===== src/rtl/can_acf_pkg.sv =====
package can_acf_pkg;

  localparam int unsigned KEY_W = 29;
  localparam int unsigned SID_W = 11;

  typedef logic [KEY_W-1:0] key_t;

  typedef struct packed {
    logic accept;
    logic buf_sel;
    logic ovf0;
    logic ovf1;
  } route_t;

  // Build the compare key for a frame.
  function automatic key_t form_key(input key_t id, input logic ext,
                                    input logic [7:0] d0, input logic [7:0] d1);
    key_t k;
    if (ext) k = id;
    else     k = {id[SID_W-1:0], 2'b00, d0, d1};
    return k;
  endfunction

  // Bits 17:16 never take part in a standard-frame compare.
  function automatic key_t eff_mask(input key_t mask, input logic ext);
    key_t m;
    m = mask;
    if (!ext) m[17:16] = 2'b00;
    return m;
  endfunction

  function automatic logic filt_hit(input key_t key, input key_t fkey,
                                    input logic fext, input key_t mask,
                                    input logic ext);
    return (((key ^ fkey) & mask) == '0) && (fext == ext);
  endfunction

endpackage


===== src/rtl/can_acf_bank.sv =====
module can_acf_bank
  import can_acf_pkg::*;
#(
  parameter int unsigned NF = 2
) (
  input  key_t                 key_i,
  input  logic                 ext_i,
  input  key_t                 mask_i,
  input  logic [NF*KEY_W-1:0]  fkey_i,
  input  logic [NF-1:0]        fext_i,
  output logic [NF-1:0]        hit_o
);
  key_t m_eff;
  assign m_eff = eff_mask(mask_i, ext_i);

  for (genvar g = 0; g < NF; g++) begin : g_flt
    assign hit_o[g] = filt_hit(key_i, fkey_i[g*KEY_W +: KEY_W], fext_i[g],
                               m_eff, ext_i);
  end
endmodule


===== src/rtl/can_acf_prio.sv =====
module can_acf_prio #(
  parameter int unsigned N    = 4,
  parameter int unsigned IW   = 3,
  parameter int unsigned BASE = 0
) (
  input  logic [N-1:0]  vec_i,
  output logic          any_o,
  output logic [IW-1:0] idx_o
);
  always_comb begin
    idx_o = '0;
    for (int i = N - 1; i >= 0; i--) begin
      if (vec_i[i]) idx_o = IW'(BASE + i);
    end
  end
  assign any_o = |vec_i;
endmodule


===== src/rtl/can_acf_steer.sv =====
module can_acf_steer
  import can_acf_pkg::*;
#(
  parameter int unsigned IW   = 3,
  parameter int unsigned NONE = 6
) (
  input  logic          any0_i,
  input  logic [IW-1:0] idx0_i,
  input  logic          any1_i,
  input  logic [IW-1:0] idx1_i,
  input  logic          rxall0_i,
  input  logic          rxall1_i,
  input  logic          rollover_i,
  input  logic          full0_i,
  input  logic          full1_i,
  output route_t        route_o,
  output logic [IW-1:0] hit_o
);
  logic want0, want1;
  assign want0 = rxall0_i | any0_i;
  assign want1 = rxall1_i | any1_i;

  always_comb begin
    route_o = '0;
    hit_o   = IW'(NONE);
    if (want0) begin
      hit_o = rxall0_i ? IW'(NONE) : idx0_i;
      if (!full0_i) begin
        route_o.accept = 1'b1;
      end else if (rollover_i) begin
        if (!full1_i) begin
          route_o.accept  = 1'b1;
          route_o.buf_sel = 1'b1;
        end else begin
          route_o.ovf1 = 1'b1;
        end
      end else begin
        route_o.ovf0 = 1'b1;
      end
    end else if (want1) begin
      hit_o = rxall1_i ? IW'(NONE) : idx1_i;
      if (!full1_i) begin
        route_o.accept  = 1'b1;
        route_o.buf_sel = 1'b1;
      end else begin
        route_o.ovf1 = 1'b1;
      end
    end
  end
endmodule


===== src/rtl/can_acf_top.sv =====
module can_acf_top
  import can_acf_pkg::*;
#(
  parameter int unsigned NF0 = 2,
  parameter int unsigned NF1 = 4
) (
  input  logic                        clk_i,
  input  logic                        rst_ni,
  input  logic                        frm_valid_i,
  input  logic [28:0]                 frm_id_i,
  input  logic                        frm_ext_i,
  input  logic [7:0]                  frm_d0_i,
  input  logic [7:0]                  frm_d1_i,
  input  logic [28:0]                 mask0_i,
  input  logic [28:0]                 mask1_i,
  input  logic [(NF0+NF1)*29-1:0]     filt_id_i,
  input  logic [NF0+NF1-1:0]          filt_ext_i,
  input  logic                        rxall0_i,
  input  logic                        rxall1_i,
  input  logic                        rollover_i,
  input  logic                        buf0_full_i,
  input  logic                        buf1_full_i,
  output logic                        done_o,
  output logic                        accept_o,
  output logic                        buf_sel_o,
  output logic [$clog2(NF0+NF1+1)-1:0] hit_o,
  output logic                        ovf0_o,
  output logic                        ovf1_o
);
  localparam int unsigned NF   = NF0 + NF1;
  localparam int unsigned HW   = $clog2(NF + 1);
  localparam int unsigned NONE = NF;

  key_t             key;
  logic [NF0-1:0]   hv0;
  logic [NF1-1:0]   hv1;
  logic             any0, any1;
  logic [HW-1:0]    idx0, idx1, hit_d;
  route_t           route_d;

  assign key = form_key(frm_id_i, frm_ext_i, frm_d0_i, frm_d1_i);

  can_acf_bank #(.NF(NF0)) u_bank0 (
    .key_i(key), .ext_i(frm_ext_i), .mask_i(mask0_i),
    .fkey_i(filt_id_i[NF0*KEY_W-1:0]), .fext_i(filt_ext_i[NF0-1:0]),
    .hit_o(hv0)
  );

  can_acf_bank #(.NF(NF1)) u_bank1 (
    .key_i(key), .ext_i(frm_ext_i), .mask_i(mask1_i),
    .fkey_i(filt_id_i[NF*KEY_W-1:NF0*KEY_W]), .fext_i(filt_ext_i[NF-1:NF0]),
    .hit_o(hv1)
  );

  can_acf_prio #(.N(NF0), .IW(HW), .BASE(0)) u_prio0 (
    .vec_i(hv0), .any_o(any0), .idx_o(idx0)
  );

  can_acf_prio #(.N(NF1), .IW(HW), .BASE(NF0)) u_prio1 (
    .vec_i(hv1), .any_o(any1), .idx_o(idx1)
  );

  can_acf_steer #(.IW(HW), .NONE(NONE)) u_steer (
    .any0_i(any0), .idx0_i(idx0), .any1_i(any1), .idx1_i(idx1),
    .rxall0_i(rxall0_i), .rxall1_i(rxall1_i), .rollover_i(rollover_i),
    .full0_i(buf0_full_i), .full1_i(buf1_full_i),
    .route_o(route_d), .hit_o(hit_d)
  );

  always_ff @(posedge clk_i) begin
    if (!rst_ni) begin
      done_o    <= 1'b0;
      accept_o  <= 1'b0;
      buf_sel_o <= 1'b0;
      hit_o     <= '0;
      ovf0_o    <= 1'b0;
      ovf1_o    <= 1'b0;
    end else begin
      done_o    <= frm_valid_i;
      accept_o  <= frm_valid_i & route_d.accept;
      buf_sel_o <= frm_valid_i & route_d.buf_sel;
      hit_o     <= frm_valid_i ? hit_d : '0;
      ovf0_o    <= frm_valid_i & route_d.ovf0;
      ovf1_o    <= frm_valid_i & route_d.ovf1;
    end
  end


  done_follows_valid_chk: assert property (@(posedge clk_i) disable iff (!rst_ni)
    frm_valid_i |=> done_o);

  idle_quiet_chk: assert property (@(posedge clk_i) disable iff (!rst_ni)
    !done_o |-> !(accept_o || ovf0_o || ovf1_o));

  single_ovf_chk: assert property (@(posedge clk_i) disable iff (!rst_ni)
    $onehot0({ovf0_o, ovf1_o, accept_o}));

  buf0_free_chk: assert property (@(posedge clk_i) disable iff (!rst_ni)
    (accept_o && !buf_sel_o) |-> $past(!buf0_full_i));

  buf1_free_chk: assert property (@(posedge clk_i) disable iff (!rst_ni)
    (accept_o && buf_sel_o) |-> $past(!buf1_full_i));

  ovf0_cause_chk: assert property (@(posedge clk_i) disable iff (!rst_ni)
    ovf0_o |-> $past(buf0_full_i && !rollover_i));

  ovf1_cause_chk: assert property (@(posedge clk_i) disable iff (!rst_ni)
    ovf1_o |-> $past(buf1_full_i));
endmodule


===== config.mk =====
export PLATFORM = sky130hd
export DESIGN_NAME = can_acf_top
export DESIGN_NICKNAME = d
export VERILOG_FILES = /design/src/rtl/can_acf_pkg.sv /design/src/rtl/can_acf_bank.sv /design/src/rtl/can_acf_prio.sv /design/src/rtl/can_acf_steer.sv /design/src/rtl/can_acf_top.sv
export SDC_FILE = /design/constraint.sdc
export NUM_CORES = 1
export LEC_CHECK = 0
export BUFFER_PORTS_ARGS = -buffer_cell sky130_fd_sc_hd__buf_4
export CAP_MARGIN = 5
export CELL_PAD_IN_SITES_DETAIL_PLACEMENT = 2
export CELL_PAD_IN_SITES_GLOBAL_PLACEMENT = 2
export CORE_MARGIN = 2
export CORE_UTILIZATION = 21
export CTS_BUF_LIST = sky130_fd_sc_hd__clkbuf_8
export DETAILED_ROUTE_END_ITERATION = 10
export PLACE_DENSITY_LB_ADDON = 0.12
export SETUP_SLACK_MARGIN = 0.1
export SYNTH_ARGS = -nofsm -noshare
export SYNTH_HDL_FRONTEND = slang
export SYNTH_SLANG_ARGS = --single-unit
export TNS_END_PERCENT = 10

===== constraint.sdc =====
create_clock -name clk_i -period 2.4 [get_ports clk_i]
set_input_delay 0.12 -clock clk_i [delete_from_list [all_inputs] [get_ports clk_i]]
set_output_delay 0.12 -clock clk_i [all_outputs]
set_load 0.01 [all_outputs]

==> impl_metrics.py <==
metrics = {
    "placed_design": {
        "dp_hpwl_um": 23670,
        "place_inst": 1060,
        "place_congestion": 0.8914,
        "portBuffers": 299,
    },
    "synthesis": {
        "synth.largest_area_cell": "xnor2_1",
        "synth_edf_count": 0,
        "yosysWarnings": 0,
        "muxShareOfSynthArea": 0.2777,
        "synth_top_family_by_area": "XOR/XNOR gates",
        "async_flop_share": 0,
        "synth.area.top_cells": "xnor2_1, mux2i_4, mux2i_1",
        "yosys.area_share.simple": 0.1914,
        "synth_compound_area_frac": 0.1833,
        "avgSynthCellArea_um2": 8.457,
        "synthAdderAreaFrac": 0,
        "synth-seq-cells": 8,
        "syn_nets": 748,
        "synthDistinctLibCells": 38,
        "netlist_instances": 456,
        "yosys.area.top_type_share": 0.2726,
        "netlist_area_um2": 3856,
        "synth_top_flop_cell": "dfxtp_1",
        "synth_sequential_area_ratio": 0.04153,
        "synthXorXnorAreaFrac": 0.2862,
    },
    "global_routing": {
        "grt_pass1_vias": 5919,
        "overflow": 0,
        "grt_max_degree": 11,
        "grt_pass1_wl_um": 37450,
        "track_usage": 0.2577,
        "antenna_found_initial": 1,
    },
    "clocking": {
        "clkSinkCount": 8,
        "cts_made_buffers": 3,
        "cts_tree": "built",
        "cts-htree-levels": 1,
        "clkSlewWorstSetupHoldPaths_ns": 0.04,
        "cts_root_buffer": "clkbuf_8",
        "cts_hold_buf": 0,
        "cts_buffer_depth": 2,
    },
    "sta": {
        "slew_viol_final": 0,
        "tightest_slew_ns": 0.3997,
        "rsz0062_at_grt": "yes",
        "setup_violations": 0,
        "finalSetupTns_ns": 0,
        "finalHoldViolCount": 0,
        "period_share": 0.9462,
        "max_freq_mhz": 440.4,
        "fin_crit_ns": 2.271,
        "whs_ns": 0.07502,
        "maxSlewHeadroom": 0.7259,
    },
    "routing": {
        "routed_wl_um": 26490,
        "routedWlPerCell_um": 24.41,
        "vias": 5264,
        "routed_via_density": 4.852,
        "route.detailed.drc": 0,
        "postRouteAntennaNets": 0,
        "first_iter_violations": 159,
        "firstDrtPassIters": 4,
    },
    "critical_path": {
        "cp_num_buf_inv": 5,
        "critPathLaunchType": "input pin",
        "worst_setup_path_end_kind": "flop",
        "cpPeakStageDelay_ns": 0.42,
        "worstPathMaxFanout": 7,
        "crit_arrival_ns": 2.43,
        "path_class": "in -> reg",
        "cp_cell_sequence": "buf_8 -> buf_4 -> mux2i_2 -> buf_6 -> xnor2_1 -> a2111oi_2 -> buf_4 -> nand4_1 -> o21bai_1 -> a21o_1 -> buf_4 -> o21ai_1 -> a21oi_1",
        "worst_path_most_repeated_cell": "buf_4",
        "crit_path_top_delay_cell": "a2111oi_2",
        "worstPathRequired_ns": 2.55,
        "cp_top_family": "compound AO/OA/AOI/OAI gates",
    },
    "pwr": {
        "p_clk_frac": 0.082,
        "power_leakage_nw": 3.328,
        "ir_drop_v": 0.0001352,
        "p_int_w": 0.001187,
        "pwr-share-comb": 0.847,
        "seq_power_share": 0.071,
        "p_per_area_nw_per_um2": 262.5,
        "switchingPower_w": 0.0007961,
        "netSwitchingFraction": 0.4014,
    },
    "final_layout": {
        "fin_nets": 1148,
        "nFillCells": 2029,
        "mostFrequentLayoutCell": "buf_4",
        "final_cells": 1085,
        "fin_util": 0.4206,
        "drive_above_1_share": 0.5433,
        "area_delta_synth_final_pct": 95.94,
        "layout_common_cells": "buf_4, xnor2_1, nand2_1",
    },
    "floorplanning": {
        "die-area_um2": 19460,
        "die_w_um": 139.5,
        "core_um2": 17960,
        "initial_utilization": 0.2147,
        "die_h_um": 139.5,
        "row_count": 49,
        "ioPinCount": 300,
    },
    "run": {
        "drv_cap": 0,
    },
    "status": {
        "status": "complete, no violations",
    },
    "worst_hold_path": {
        "hp-class": "in -> reg",
    },
}
-- path summary, 6_finish.rpt --
kind | from | end | slack (ns) | depth (start not counted)
worst min-delay path | buf1_full_i | buf_sel_o | 0.08 | 2
worst max-delay path | frm_ext_i | hit_o[1] | 0.13 | 13
-- synth_stat cells (2+ instances only) --
cell type,instances
buf_6,2
nand2_1,60
a2111oi_0,15
a21o_1,2
xnor2_1,120
o2111ai_1,3
nand2b_1,49
mux2i_1,48
xor2_1,6
mux2i_2,2
a21oi_1,11
nand4_1,13
dfxtp_1,8
o21ai_1,5
a22oi_1,45
nor2_1,17
mux2i_4,25
clkbuf_1,3
a2111oi_1,2
inv_1,2
-- power by group through the flow --
stage | combinational [W] | clock (W) | sequential [W]
3_3_place_gp | 0.00152 | 0 | 0.000143
3_5_place_dp | 0.00155 | 0 | 0.000143
2_1_floorplan | 0.000634 | 0 | 0.000144
6_report | 0.00168 | 0.000162 | 0.000141
4_1_cts | 0.00161 | 0.000160 | 0.000141
5_1_grt | 0.00179 | 0.000174 | 0.000141
-- through the flow --
step,setup WS [ns],total power [W],cell area [µm²]
after floorplan,0.2304,0.0007784,3856
after CTS,0.1165,0.001909,7258
after global routing,0.04200,0.002107,7553
after detailed placement,-0.4672,0.001695,7067
final,0.1291,0.001983,7556
after global placement,-0.3066,0.001664,7067
-- per-layer routing --
metal | vias to the layer above | global-route usage | part of all wire
met4 | 0 | 0.05157 | 0.024
met5 | - | 0 | 0
li1 | 2469 | - | -
met2 | 226 | 0.4788 | 0.51
met1 | 2537 | 0.3227 | 0.42
met3 | 32 | 0.02478 | 0.045
-- kinds of logic after synthesis --
logic type	after synthesis
flops	8
mux	75
xor+xnor	126
simple gates	144
compound gates	94
buf+inv	9
-- flip-flops by register name, summed over array words and instances, names as in the netlist --
signal	flops
done_o	1
accept_o	1
ovf0_o	1
ovf1_o	1
buf_sel_o	1
hit_o	3
-- layout make-up --
cell class | instances | area [µm²] | share of cell area
sequential | 8 | 160.2 | 0.02120
multi-input combinational | 439 | 3810 | 0.5042
clock buffer | 3 | 41.29 | 0.005464
antenna | 2 | 5.005 | 0.0006624
tap | 229 | 286.5 | 0.03792
timing repair buffer | 402 | 3246 | 0.4295
inverter | 2 | 7.507 | 0.0009935
-- repair_timing --
item                       in CTS  in global routing
gates resized for setup        23                 27
setup endpoints to repair       7                  7
setup buffers                   6                 13
cloned                          0                  1
pin swaps                       8                 17
(Power assumes the default switching activity.)
